==> src/rtl/pmap_pkg.sv <==
package pmap_pkg;
  typedef enum logic [2:0] {
    OP_WLOAD    = 3'd0,
    OP_MAP_RD   = 3'd1,
    OP_MAP_WR   = 3'd2,
    OP_MAP_RW   = 3'd3,
    OP_NONE     = 3'd4,
    OP_UNMAP_RD = 3'd5,
    OP_UNMAP_WR = 3'd6,
    OP_UNMAP_RW = 3'd7
  } cfg_op_e;

  // direction index into per-side arrays
  localparam int unsigned SIDE_RD = 0;
  localparam int unsigned SIDE_WR = 1;
endpackage

==> src/rtl/pmap_cfg_decode.sv <==
module pmap_cfg_decode
  import pmap_pkg::*;
#(
  parameter int unsigned ADDR_W    = 16,
  parameter int unsigned PAGE_BITS = 12,
  localparam int unsigned PIDX_W   = ADDR_W - PAGE_BITS,
  localparam int unsigned NPAGES   = 1 << PIDX_W
) (
  input  logic              valid_i,
  input  logic [2:0]        op_i,
  input  logic [ADDR_W-1:0] addr_i,
  input  logic [ADDR_W-1:0] size_i,
  output logic              upd_rd_o,
  output logic              upd_wr_o,
  output logic              set_o,
  output logic              wload_o,
  output logic              err_o,
  output logic [PIDX_W-1:0] first_o,
  output logic [PIDX_W:0]   count_o
);
  logic            map_op;
  logic            aligned;
  logic            fits;
  logic [PIDX_W:0] end_pg;

  assign first_o = addr_i[ADDR_W-1:PAGE_BITS];
  // zero size selects the whole space
  assign count_o = (size_i[ADDR_W-1:PAGE_BITS] == '0) ? (PIDX_W+1)'(NPAGES)
                                                       : {1'b0, size_i[ADDR_W-1:PAGE_BITS]};
  assign end_pg  = {1'b0, first_o} + count_o;
  assign aligned = (addr_i[PAGE_BITS-1:0] == '0) && (size_i[PAGE_BITS-1:0] == '0);
  assign fits    = end_pg <= (PIDX_W+1)'(NPAGES);
  assign map_op  = op_i[1:0] != 2'b00;

  assign err_o    = valid_i && map_op && !(aligned && fits);
  assign upd_rd_o = valid_i && map_op && aligned && fits && op_i[0];
  assign upd_wr_o = valid_i && map_op && aligned && fits && op_i[1];
  assign set_o    = !op_i[2];
  assign wload_o  = valid_i && (op_i == OP_WLOAD);
endmodule

==> src/rtl/pmap_page_table.sv <==
module pmap_page_table #(
  parameter int unsigned PIDX_W   = 4,
  parameter int unsigned REGION_W = 2,
  parameter int unsigned POFS_W   = 4,
  parameter int unsigned WSEL_W   = 1,
  localparam int unsigned NPAGES  = 1 << PIDX_W
) (
  input  logic                clk_i,
  input  logic                rst_ni,
  input  logic                upd_i,
  input  logic                set_i,
  input  logic [PIDX_W-1:0]   first_i,
  input  logic [PIDX_W:0]     count_i,
  input  logic [REGION_W-1:0] region_i,
  input  logic [POFS_W-1:0]   pbase_i,
  input  logic                wen_i,
  input  logic [WSEL_W-1:0]   wsel_i,
  input  logic [PIDX_W-1:0]   lk_page_i,
  output logic                hit_o,
  output logic [REGION_W-1:0] region_o,
  output logic [POFS_W-1:0]   pofs_o,
  output logic                wen_o,
  output logic [WSEL_W-1:0]   wsel_o
);
  logic [NPAGES-1:0] vld_all;
  logic [NPAGES-1:0] wen_all;
  logic [REGION_W-1:0] reg_all  [NPAGES];
  logic [POFS_W-1:0]   pofs_all [NPAGES];
  logic [WSEL_W-1:0]   wsel_all [NPAGES];

  for (genvar p = 0; p < NPAGES; p++) begin : g_page
    localparam logic [PIDX_W:0] PV = (PIDX_W+1)'(p);
    logic                rel_ok;
    logic [PIDX_W:0]     rel;
    logic                vld_q, wen_q;
    logic [REGION_W-1:0] reg_q;
    logic [POFS_W-1:0]   pofs_q;
    logic [WSEL_W-1:0]   wsel_q;

    assign rel    = PV - {1'b0, first_i};
    assign rel_ok = (PV >= {1'b0, first_i}) && (rel < count_i);

    always_ff @(posedge clk_i or negedge rst_ni) begin
      if (!rst_ni) begin
        vld_q  <= 1'b0;
        wen_q  <= 1'b0;
        reg_q  <= '0;
        pofs_q <= '0;
        wsel_q <= '0;
      end else if (upd_i && rel_ok) begin
        vld_q  <= set_i;
        wen_q  <= set_i && wen_i;
        reg_q  <= region_i;
        pofs_q <= pbase_i + POFS_W'(rel);
        wsel_q <= wsel_i;
      end
    end

    assign vld_all[p]  = vld_q;
    assign wen_all[p]  = wen_q;
    assign reg_all[p]  = reg_q;
    assign pofs_all[p] = pofs_q;
    assign wsel_all[p] = wsel_q;
  end

  assign hit_o    = vld_all[lk_page_i];
  assign wen_o    = wen_all[lk_page_i];
  assign region_o = reg_all[lk_page_i];
  assign pofs_o   = pofs_all[lk_page_i];
  assign wsel_o   = wsel_all[lk_page_i];
endmodule

==> src/rtl/pmap_wait.sv <==
module pmap_wait #(
  parameter int unsigned WSEL_W   = 1,
  parameter int unsigned WMAP_LEN = 4,
  parameter int unsigned WAIT_W   = 2,
  localparam int unsigned WIDX_W  = $clog2(WMAP_LEN),
  localparam int unsigned NUM_WMAP = 1 << WSEL_W
) (
  input  logic              clk_i,
  input  logic              rst_ni,
  input  logic              wload_i,
  input  logic [WSEL_W-1:0] wl_sel_i,
  input  logic [WIDX_W-1:0] wl_idx_i,
  input  logic [WAIT_W-1:0] wl_val_i,
  input  logic              req_i,
  input  logic              wen_i,
  input  logic [WSEL_W-1:0] wsel_i,
  output logic              ready_o
);
  logic [WAIT_W-1:0] wmap_q [NUM_WMAP][WMAP_LEN];
  logic [WIDX_W-1:0] cyc_q;
  logic [WAIT_W-1:0] cnt_q;
  logic              busy_q;
  logic [WAIT_W-1:0] wcur;

  always_ff @(posedge clk_i or negedge rst_ni) begin
    if (!rst_ni) begin
      for (int m = 0; m < NUM_WMAP; m++)
        for (int e = 0; e < WMAP_LEN; e++) wmap_q[m][e] <= '0;
    end else if (wload_i) begin
      wmap_q[wl_sel_i][wl_idx_i] <= wl_val_i;
    end
  end

  // free-running cycle count modulo the wait-map length
  always_ff @(posedge clk_i or negedge rst_ni) begin
    if (!rst_ni) cyc_q <= '0;
    else if (cyc_q == WIDX_W'(WMAP_LEN - 1)) cyc_q <= '0;
    else cyc_q <= cyc_q + 1'b1;
  end

  assign wcur    = wen_i ? wmap_q[wsel_i][cyc_q] : '0;
  assign ready_o = req_i && (busy_q ? (cnt_q == WAIT_W'(1)) : (wcur == '0));

  always_ff @(posedge clk_i or negedge rst_ni) begin
    if (!rst_ni) begin
      busy_q <= 1'b0;
      cnt_q  <= '0;
    end else if (!busy_q) begin
      if (req_i && wcur != '0) begin
        busy_q <= 1'b1;
        cnt_q  <= wcur;
      end
    end else if (cnt_q == WAIT_W'(1)) begin
      busy_q <= 1'b0;
    end else begin
      cnt_q <= cnt_q - 1'b1;
    end
  end
endmodule

==> src/rtl/paged_mapper.sv <==
module paged_mapper
  import pmap_pkg::*;
#(
  parameter int unsigned DATA_W    = 8,
  parameter int unsigned ADDR_W    = 16,
  parameter int unsigned PAGE_BITS = 12,
  parameter int unsigned REGION_W  = 2,
  parameter int unsigned POFS_W    = 4,
  parameter int unsigned WSEL_W    = 1,
  parameter int unsigned WMAP_LEN  = 4,
  parameter int unsigned WAIT_W    = 2,
  parameter logic [DATA_W-1:0] FILL = '1,
  localparam int unsigned PIDX_W   = ADDR_W - PAGE_BITS,
  localparam int unsigned PHYS_W   = POFS_W + PAGE_BITS,
  localparam int unsigned WIDX_W   = $clog2(WMAP_LEN)
) (
  input  logic                clk_i,
  input  logic                rst_ni,
  input  logic                cfg_valid_i,
  input  logic [2:0]          cfg_op_i,
  input  logic [ADDR_W-1:0]   cfg_addr_i,
  input  logic [ADDR_W-1:0]   cfg_size_i,
  input  logic [REGION_W-1:0] cfg_region_i,
  input  logic [POFS_W-1:0]   cfg_pbase_i,
  input  logic                cfg_wen_i,
  input  logic [WSEL_W-1:0]   cfg_wsel_i,
  input  logic [WAIT_W-1:0]   cfg_wval_i,
  output logic                cfg_err_o,
  input  logic                cpu_req_i,
  input  logic                cpu_we_i,
  input  logic [ADDR_W-1:0]   cpu_addr_i,
  input  logic [DATA_W-1:0]   cpu_wdata_i,
  output logic [DATA_W-1:0]   cpu_rdata_o,
  output logic                cpu_ready_o,
  output logic                mem_en_o,
  output logic                mem_we_o,
  output logic [REGION_W-1:0] mem_region_o,
  output logic [PHYS_W-1:0]   mem_addr_o,
  output logic [DATA_W-1:0]   mem_wdata_o,
  input  logic [DATA_W-1:0]   mem_rdata_i
);
  logic              upd [2];
  logic              set_pg, wload, dec_err, err_q;
  logic [PIDX_W-1:0] first_pg;
  logic [PIDX_W:0]   count_pg;

  logic                hit_d  [2];
  logic [REGION_W-1:0] reg_d  [2];
  logic [POFS_W-1:0]   pofs_d [2];
  logic                wen_d  [2];
  logic [WSEL_W-1:0]   wsel_d [2];

  logic sel_hit;
  logic ready;

  pmap_cfg_decode #(.ADDR_W(ADDR_W), .PAGE_BITS(PAGE_BITS)) u_dec (
    .valid_i (cfg_valid_i),
    .op_i    (cfg_op_i),
    .addr_i  (cfg_addr_i),
    .size_i  (cfg_size_i),
    .upd_rd_o(upd[SIDE_RD]),
    .upd_wr_o(upd[SIDE_WR]),
    .set_o   (set_pg),
    .wload_o (wload),
    .err_o   (dec_err),
    .first_o (first_pg),
    .count_o (count_pg)
  );

  always_ff @(posedge clk_i or negedge rst_ni) begin
    if (!rst_ni) err_q <= 1'b0;
    else if (cfg_valid_i) err_q <= dec_err;
  end
  assign cfg_err_o = err_q;

  // one table per access direction
  for (genvar s = 0; s < 2; s++) begin : g_side
    pmap_page_table #(
      .PIDX_W(PIDX_W), .REGION_W(REGION_W), .POFS_W(POFS_W), .WSEL_W(WSEL_W)
    ) u_tbl (
      .clk_i    (clk_i),
      .rst_ni   (rst_ni),
      .upd_i    (upd[s]),
      .set_i    (set_pg),
      .first_i  (first_pg),
      .count_i  (count_pg),
      .region_i (cfg_region_i),
      .pbase_i  (cfg_pbase_i),
      .wen_i    (cfg_wen_i),
      .wsel_i   (cfg_wsel_i),
      .lk_page_i(cpu_addr_i[ADDR_W-1:PAGE_BITS]),
      .hit_o    (hit_d[s]),
      .region_o (reg_d[s]),
      .pofs_o   (pofs_d[s]),
      .wen_o    (wen_d[s]),
      .wsel_o   (wsel_d[s])
    );
  end

  assign sel_hit = hit_d[cpu_we_i];

  pmap_wait #(.WSEL_W(WSEL_W), .WMAP_LEN(WMAP_LEN), .WAIT_W(WAIT_W)) u_wait (
    .clk_i   (clk_i),
    .rst_ni  (rst_ni),
    .wload_i (wload),
    .wl_sel_i(cfg_wsel_i),
    .wl_idx_i(cfg_addr_i[WIDX_W-1:0]),
    .wl_val_i(cfg_wval_i),
    .req_i   (cpu_req_i),
    .wen_i   (sel_hit && wen_d[cpu_we_i]),
    .wsel_i  (wsel_d[cpu_we_i]),
    .ready_o (ready)
  );

  assign cpu_ready_o  = ready;
  assign mem_en_o     = ready && sel_hit;
  assign mem_we_o     = ready && sel_hit && cpu_we_i;
  assign mem_region_o = reg_d[cpu_we_i];
  assign mem_addr_o   = {pofs_d[cpu_we_i], cpu_addr_i[PAGE_BITS-1:0]};
  assign mem_wdata_o  = cpu_wdata_i;
  assign cpu_rdata_o  = hit_d[SIDE_RD] ? mem_rdata_i : FILL;
endmodule

==> config.mk <==
export PLATFORM = sky130hd
export DESIGN_NAME = paged_mapper
export DESIGN_NICKNAME = d
export VERILOG_FILES = /design/src/rtl/pmap_pkg.sv /design/src/rtl/pmap_cfg_decode.sv /design/src/rtl/pmap_page_table.sv /design/src/rtl/pmap_wait.sv /design/src/rtl/paged_mapper.sv
export SDC_FILE = /design/constraint.sdc
export NUM_CORES = 1
export LEC_CHECK = 0
export ABC_AREA = 1
export CORE_AREA = 2 2 261 198
export CTS_CLUSTER_DIAMETER = 120
export DETAILED_ROUTE_END_ITERATION = 12
export DIE_AREA = 0 0 263 200
export SLEW_MARGIN = 20
export SYNTH_ARGS = -nofsm -noshare
export SYNTH_HDL_FRONTEND = slang
export SYNTH_HIERARCHICAL = 1
export SYNTH_SLANG_ARGS = --single-unit
==> constraint.sdc <==
create_clock -name clk_i -period 5.3 [get_ports clk_i]
set_input_delay 1.59 -clock clk_i [delete_from_list [all_inputs] [get_ports clk_i]]
set_output_delay 1.59 -clock clk_i [all_outputs]
set_load 0.02 [all_outputs]
==> impl_results.md <==
* Leading post-synthesis cells by instance count: 1018 x nand2_1, 381 x inv_1, 352 x nand3_1, 310 x dfrtp_1, 158 x ha_1
* Clock latency reported for the late side of the worst-skew pair at between 0.5 and 0.6 ns
* Total core area at roughly 50000 µm²
* Share of synthesized flip-flops with an asynchronous set or reset at between 90% and 100%
* Critical Path Max Stage Delay at around 0.63 ns
* Clock Skews at 0.01018 ns
* Worst R2R Path Depth at 21
* Final Routed Wirelength at just under 70 mm
* Area share of xor/xnor cells in the synthesized design at under 10%
* Worst hold start: g_side[0].u_tbl/g_page[0].reg_q[1]
* Placer congestion estimate at 0.9477
* Warning count from the yosys run at 6
* Worst path slowest cell: clkdlybuf4s50_1
* Top flip-flop cell by instance count after synthesis: dfrtp_1
* Core Util, Final at 49.83%
* CTS tree: done
* Portion of the post-synthesis area used by sequential elements at a little over a third
* CP most frequent cell: nand2_1
* Cell chosen for the clock root: clkbuf_16
* Non-Filler Cell Area, Final at ~25000 µm²
* Port buffer count at 79
* Areal power density over the cells at approximately 260 nW/µm²
* Number of synthesized register bits at 310
* Share of the synthesized area in compound gates (AO/OA/AOI/OAI) at 10.74%
* Syn Std Cell Area at roughly 22000 µm²
* Final Slew Violations at 0
* Initial antenna violation count at 0
* Global-route wire length before repair at 106.4 mm
* Number of cells traversed by the worst hold path at 2
* Via count of the first global-routing pass at 19220
* Die Wd at about 260 µm
* Average footprint of a synthesized cell at between 7 and 8 µm²
* Top-level port count at 120
* Share of post-route cells with drive strength above 1 at a little under a tenth
* Largest net degree at the start of global routing at between 80 and 90
* Register-to-Register Setup Slack at roughly 3.1 ns
* Hold-fix buffers, CTS at 0
* Count of routing violations after the opening detailed-route iteration at approximately 1700
* Final hold slack at 0.4661 ns
* Routed via count divided by cell count at roughly 5.4
* Arrival time of the worst setup path at ~3.6 ns
* Clock transition time at the flip-flop clock pins of the worst setup and hold paths at ~0.05 ns
* Most frequently used cell type in the post-synthesis netlist: nand2_1
* Startpoint of the most critical register-to-register path: g_side[0].u_tbl/g_page[5].wsel_q
* Run status: complete, no violations
* Total routing resource utilization after global routing at roughly 26%
* Portion of the clock cycle consumed by the worst path in the final layout at 97.93%
* Kind of path behind the tightest hold check: reg -> reg
* Cells along the critical path: buf_8 > buf_4 > buf_4 > o211ai_1 > nand3_1 > nand3_1 > nand2_1 > nand2_1 > nand2_1 > clkdlybuf4s50_1
* Worst r2r dst: u_wait/cnt_q[0]
* Area after DPL at roughly 23000 µm²
* Total design power at between 6 and 7 mW
* Average detailed-routed wire length per instance at roughly 18 µm
* CTS H-tree depth at 2
* Number of nets in the layout at 3339
* Clock buffer depth at 3
* Number of nets still failing antenna checks after routing at 0
* Final TNS setup at 0 ns
* Effective utilization at floorplan at between 40% and 50%
* Critical Path Source Type: primary input
* Total clock sinks at 310
* Endpoint of the worst hold path: g_side[0].u_tbl/g_page[0].reg_q[1]
* Peak ir drop on the vdd network at approximately 0.00023 V
* Overall overflow remaining after global route at 0
* Cell leakage power at around 13 nW
* Number of vias after detailed routing at ~20000
* Fin. Hold Viols at 0
* Capturing element type of the critical path: output pin
* Cell accounting for the most synthesized area: dfrtp_1
* Total DRC errors in the routed layout at 0
* Worst slew margin at between 30% and 40%
* Slew @ Worst Pin at around 0.97 ns
* Number of buffers added by the clock tree synthesis step at 37
* Shortest clock period the worst path allows after layout at approximately 5.2 ns
* Number of endpoints failing setup at the final stage at 0
* Share of the synthesized area in the top cell type at roughly 36%
* Unrepaired setup endpoints after global routing: no
* Post-synth cell types at 42
* Gate Count Post-Synth at 3003
* Rows at between 70 and 80
* DIE AREA at about 53000 µm²
* Simple-gate share of the synthesized area at about a third
* Placed wire-length estimate after detailed placement at 50.68 mm
* Highest net fanout along the worst path at 33
* Number of synthesized flops with an enable pin at 0
* Multiplexer share of the synthesized area at 0%
* Maximum clock rate at just under 200 MHz
* Area Growth Syn to Fin at 14.11%
* Die Y at ~200 µm
* Number of detailed-route iterations in the first pass at 6
* Post-synthesis share of cell area spent on full adders, half adders and majority gates at approximately a tenth
* Syn Nets at approximately 3300
* Max cap viols at 0
* Critical path class: in -> out
* Data required, critical path at around 3.7 ns
* Cells taking the most area after synthesis: dfrtp_1 36%, nand2_1 18%, ha_1 9.1%, nand3_1 8.1%, inv_1 6.6%
* Main combinational cell family by area after synthesis: simple AND/OR/NAND/NOR gates
* Number of diodes added for antenna fixing at 0
-- cell families after synthesis --
kind of cell | count (synthesis)
XOR/XNOR | 34
AO/OA/AOI/OAI | 408
flip-flops | 310
AND/OR/NAND/NOR | 1544
buffers and inverters | 540
adder cells (fa/ha/maj) | 167
-- per-stage QoR --
stage	cells	setup WS [ns]
floorplan	3003	0.05885
global placement	3702	-0.7057
detailed placement	3702	-0.7062
CTS	3769	-0.01277
global route	3772	0.02657
finish	3772	0.1095
-- worst max-delay path by stage --
stage                              start               to  slack (ns)  depth (start not counted)
after global placement    cpu_addr_i[14]         mem_en_o       -0.71                         20
final                     cpu_addr_i[13]  mem_region_o[1]        0.11                         10
after global routing      cpu_addr_i[12]         mem_en_o        0.03                         20
after CTS                 cpu_addr_i[15]         mem_en_o       -0.01                         18
after floorplan           cpu_addr_i[13]         mem_en_o        0.06                         20
after detailed placement  cpu_addr_i[14]         mem_en_o       -0.71                         20
-- flip-flops by register name, indices dropped and copies added (netlist names) --
name                        flops
g_side.u_tbl/g_page.wsel_q     32
g_side.u_tbl/g_page.pofs_q    128
g_side.u_tbl/g_page.vld_q      32
g_side.u_tbl/g_page.reg_q      64
u_wait/busy_q                   1
u_wait/cyc_q                    2
cfg_err_o                       1
u_wait/wmap_q                  16
u_wait/cnt_q                    2
g_side.u_tbl/g_page.wen_q      32
-- placed cells by master (no fill, tap or decap), types with 5 or more instances in the layout --
| cell type | Yosys | routed |
|---|---|---|
| a21oi_1 | 128 | 125 |
| a21oi_2 | 2 | 5 |
| buf_12 | 0 | 8 |
| buf_4 | 28 | 92 |
| clkbuf_1 | 52 | 7 |
| clkbuf_16 | 0 | 41 |
| clkbuf_8 | 0 | 12 |
| clkdlybuf4s50_1 | 0 | 66 |
| clkinv_1 | 10 | 7 |
| dfrtp_1 | 310 | 310 |
| fa_1 | 9 | 9 |
| ha_1 | 158 | 158 |
| inv_1 | 381 | 380 |
| inv_2 | 12 | 14 |
| nand2_1 | 1018 | 1016 |
| nand2_2 | 12 | 14 |
| nand2_4 | 6 | 6 |
| nand3_1 | 352 | 350 |
| nand3_2 | 10 | 12 |
| nand4_1 | 18 | 18 |
| nand4_2 | 10 | 10 |
| nand4_4 | 10 | 10 |
| nor2_1 | 65 | 61 |
| nor2_2 | 6 | 7 |
| nor2_4 | 13 | 16 |
| o211ai_1 | 79 | 79 |
| o21ai_0 | 99 | 99 |
| o21ai_1 | 84 | 84 |
| o21ai_2 | 12 | 12 |
| or2_1 | 8 | 8 |
| xnor2_1 | 14 | 14 |
| xor2_1 | 20 | 20 |
-- critical path, delay by kind of cell --
kind / cells / cell delay (ns)
and+or+nand+nor: 5 / 0.56
buffers and inverters: 4 / 1.28
AOI/OAI and AO/OA: 1 / 0.14
-- layout make-up --
class                      instances  area [µm²]
clock inverter                     6       108.9
inverter                         406        1555
sequential                       310        7757
tap                              657       822.0
fill                            4987       25050
multi-input combinational       2153       11740
timing repair buffer             182        1727
clock buffer                      58        1167
-- power by group --
group	switching (mW)	total [mW]	internal, mW
Sequential	0.0199	2.41	2.39
Clock	1.01	2.66	1.65
Combinational	0.859	1.31	0.451
Total	1.88	6.38	4.50
-- metal layers --
layer	GRT usage, %	vias to the layer above	wire (µm)
met2	38.32	676	28010
met1	37.42	9638	32810
met4	7.725	0	1716
li1	-	9802	-
met5	0	-	0
met3	5.152	121	5295
-- what timing repair did --
item                                    CTS  global route
gates resized for setup                  28            14
pin swaps                                 0             1
gates cloned                              1             2
endpoints found under the setup margin   17             6
endpoints found under the hold margin     0             0
setup buffers                             2             1
No activity file was read; power rests on OpenSTA's default activity.
